===== config.mk =====
export PLATFORM = sky130hd
export DESIGN_NAME = pulse_decimator
export DESIGN_NICKNAME = d
export VERILOG_FILES = /design/src/rtl/pulse_decimator.sv
export SDC_FILE = /design/constraint.sdc
export NUM_CORES = 1
export LEC_CHECK = 0
export BUFFER_PORTS_ARGS = -buffer_cell sky130_fd_sc_hd__buf_2
export CAP_MARGIN = 10
export CELL_PAD_IN_SITES_DETAIL_PLACEMENT = 1
export CELL_PAD_IN_SITES_GLOBAL_PLACEMENT = 1
export CORE_MARGIN = 1
export CORE_UTILIZATION = 45
export DETAILED_ROUTE_END_ITERATION = 8
export PLACE_DENSITY = 0.79
export SYNTH_ARGS = -nofsm -noshare
export SYNTH_HDL_FRONTEND = slang
export SYNTH_SLANG_ARGS = --single-unit

===== constraint.sdc =====
create_clock -name clk -period 5.48 [get_ports clk]
set_clock_uncertainty 0.15 [all_clocks]
set_input_delay 0.274 -clock clk [delete_from_list [all_inputs] [get_ports clk]]
set_output_delay 0.274 -clock clk [all_outputs]
set_load 0.02 [all_outputs]

===== src/rtl/pulse_decimator.sv =====
module pulse_decimator #(
  parameter int W = 16
) (
  input  logic         clk,
  input  logic         rst_n,
  input  logic         start,
  input  logic         pulse_in,
  input  logic [W-1:0] count_target,
  output logic         done
);
  localparam logic [W-1:0] ONE = {{(W-1){1'b0}}, 1'b1};

  logic [2:0]   sh;
  logic         busy;
  logic [W-1:0] tgt;
  logic [W-1:0] cnt;

  wire          hit    = sh[1] & ~sh[2];
  wire [W-1:0]  cnt_nx = cnt + ONE;

  always_ff @(posedge clk or negedge rst_n) begin
    if (!rst_n) begin
      sh   <= '0;
      busy <= 1'b0;
      tgt  <= ONE;
      cnt  <= '0;
      done <= 1'b0;
    end else begin
      sh   <= {sh[1:0], pulse_in};
      done <= 1'b0;
      if (!busy) begin
        if (start) begin
          busy <= 1'b1;
          cnt  <= '0;
          tgt  <= (count_target == '0) ? ONE : count_target;
        end
      end else if (hit) begin
        if (cnt_nx == tgt) begin
          done <= 1'b1;
          busy <= 1'b0;
          cnt  <= '0;
        end else begin
          cnt <= cnt_nx;
        end
      end
    end
  end
endmodule


==> reports/results.tsv <==
metric	value	unit
final cell count without fillers	308	
CP Data Required Time	5.52	ns
initial antenna violation count	0	
Seq/Total Area, Yosys	40.9	%
post_cts resized	0	
Starting DRT DRC Count	85	
Global Route met1 Usage	32.2	%
Netlist cell types	49	
RSZ-0062 raised after global routing	false	
pwr dens	325	nW/um2
antenna cells	0	
DIE WIDTH	73	um
Lkg Pwr	1.02	nW
Synth Net Count	246	
largest net degree at the start of global routing	38	
Reg2Reg Depth	8	
Starting Density	47.4	%
Post-synth top cells	dfrtp_1, xnor2_1, nor3_1, mux2_2, nand2_1	
vias	1810	
Routed Wire Length	5770	um
asr flop ratio synth	100	%
vias in the first global route	1921	
CTS tree	done	
worst r2r src	cnt[0]$_DFFE_PN0P_	
Max Fclk	297	MHz
CP Class	reg -> reg	
HPWL after DPL	4050	um
Max FO, Critical Path	11	
largest stage delay on the critical path	0.81	ns
Hold Path Class	in -> reg	
Comb pwr share	22.4	%
top cell type by total area after synthesis	dfrtp_1	
NetSw	269	uW
Avg WL per Cell	18.7	um
total CTS buffers	5	
cell chain of the critical path	ha_1, nand3_2, nor3_1, xnor2_1, o211ai_1, nor4_2, o21ai_0, a31o_1	
placed cell count	298	
Worst Hold Depth	2	
antenna-violating nets left	0	
CTS root buf	clkbuf_8	
Tightest Pin Transition	0.889	ns
Die Y	73	um
core area	4790	um2
EDFF count, synth	0	
Top FF cell, synth	dfrtp_1	
Worst-Skew Late Latency	0.29	ns
Switching Share	32.9	%
DRC	0	
Clk network pwr share	31.3	%
CTS Buffer Depth	2	
Seq cells post-synth	37	
post-synthesis cell area	2270	um2
main area contributors after synthesis	dfrtp_1, mux2_2, xnor2_1	
peak supply drop	149	uV
worst hold start	count_target[10]	
cts hold-fix bufs	2	
die area	5330	um2
ratio of cells with drive above 1 in the final layout	23.2	%
Sink Count	37	
max cap viols	0	
Clk pin slew, worst setup/hold paths	0.08	ns
post-synth top area share	39.7	%
routability cong.	0.872	
P_int	548	uW
GRT Util Overall	24.3	%
first drt pass iteration count	4	
synth warn	0	
global-route wire length before repair	9640	um
Pins Over Slew Limit	0	
R2R Setup Slk	2.11	ns
worst r2r dst	cnt[4]$_DFFE_PN0P_	
vias per cell	5.88	
GRT Max-Usage Layer	met2	
post-CTS setup buffer count	0	
fillers	546	
relative slew slack	40.2	%
site row count	25	
Critical Path AT	3.41	ns
M3 GR Usage	4.14	%
crit path time final	3.37	ns
Setup-failing EPs final	0	
io pins	21	
final layout net count	261	
CP Launch Type	flop	
period utilisation layout	61.5	%
Syn Area/Cell	10.1	um2
Final Hold Vio Count	0	
Synth-to-Final Area Change	10.8	%
Hold Path End	tgt[10]$_DFFE_PN0P_	
total grt overflow	0	
count leader, synth	dfrtp_1	
cell count after synthesis	225	
Port-buffer cells	20	
setup TNS	0	ns
Global Route met2 Usage	40.8	%
CP Capture Type	flop	
H-tree depth	2	
status	completed	
sequential share of power	46.3	%
Slowest cell on crit path	nor4_2	
logic make-up after synthesis:
kind of cell	after synthesis	share of synthesized area, %
buffers and inverters	17	4.25
DFF	37	40.9
AOI/OAI and AO/OA	25	8.05
muxes	15	7.45
and+or+nand+nor	97	26.1
adders and majority gates	1	0.551
xor gates and xnor gates	33	12.7
placed cells by master (no fill, tap or decap), types with 9 or more instances in the layout:
cell type,count
dfrtp_1,36
buf_2,20
xnor2_1,19
nor3_1,17
nand2_1,15
mux2_2,15
xor2_1,14
nor2_1,10
nand4_1,9
nor4_1,9
sequential cells by signal, summed over array words and instances (netlist names):
signal	cells
cnt	16
done	1
tgt	16
busy	1
sh	3
worst max-delay path, delay by kind of cell (launching register included):
family          cells  cell delay, ns
simple gates        3            1.50
fa+ha+maj           1            0.34
flops               1            0.47
xor+xnor            1            0.22
compound gates      3            0.58
metal layers:
layer  routed length, um  share of wire (%)  vias up
li1                    -                  -      848
met1                2660                 46      908
met2                2830                 49       46
met3                 195                3.4        8
met4                  80                1.4        0
met5                   0                  0        -
metrics by stage:
step	util [%]	worst slack [ns]	total power, mW	cell area, um2	hold WS, ns
after floorplan	-	2.89	0.519	2270	-0.172
after global placement	49.6	2.32	0.551	2370	0.185
after detailed placement	49.6	2.20	0.560	2370	0.200
after CTS	52.5	2.19	0.817	2510	0.0769
after global routing	52.5	1.76	0.857	2510	0.0755
final	52.5	2.11	0.817	2510	0.0776
layout make-up:
class / instances / area (um2) / area share [%]
Timing Repair Buffer: 23 / 128 / 5.08
Sequential cell: 37 / 927 / 36.9
Multi-Input combinational cell: 171 / 1250 / 49.6
Clock inverter: 2 / 37.5 / 1.49
Tap cell: 67 / 83.8 / 3.33
Inverter: 2 / 7.51 / 0.299
Clock buffer: 6 / 82.6 / 3.29
power groups by stage:
stage / clock, mW / sequential, mW / combinational (mW)
floorplan: 0 / 0.338 / 0.181
global placement: 0 / 0.379 / 0.172
detailed placement: 0 / 0.381 / 0.179
CTS: 0.258 / 0.376 / 0.183
global route: 0.269 / 0.386 / 0.203
finish: 0.256 / 0.378 / 0.183
how the worst max path moves through the flow:
stage,start,end,slack (ns),cells after the start
2_1_floorplan,cnt[0]$_DFFE_PN0P_,cnt[5]$_DFFE_PN0P_,2.89,9
3_3_place_gp,cnt[0]$_DFFE_PN0P_,cnt[2]$_DFFE_PN0P_,2.32,8
3_5_place_dp,cnt[0]$_DFFE_PN0P_,cnt[4]$_DFFE_PN0P_,2.20,8
4_1_cts,cnt[0]$_DFFE_PN0P_,cnt[5]$_DFFE_PN0P_,2.19,8
5_1_grt,cnt[0]$_DFFE_PN0P_,cnt[4]$_DFFE_PN0P_,1.76,8
6_report,cnt[0]$_DFFE_PN0P_,cnt[4]$_DFFE_PN0P_,2.11,8
Power figures use the tool's default switching activity.
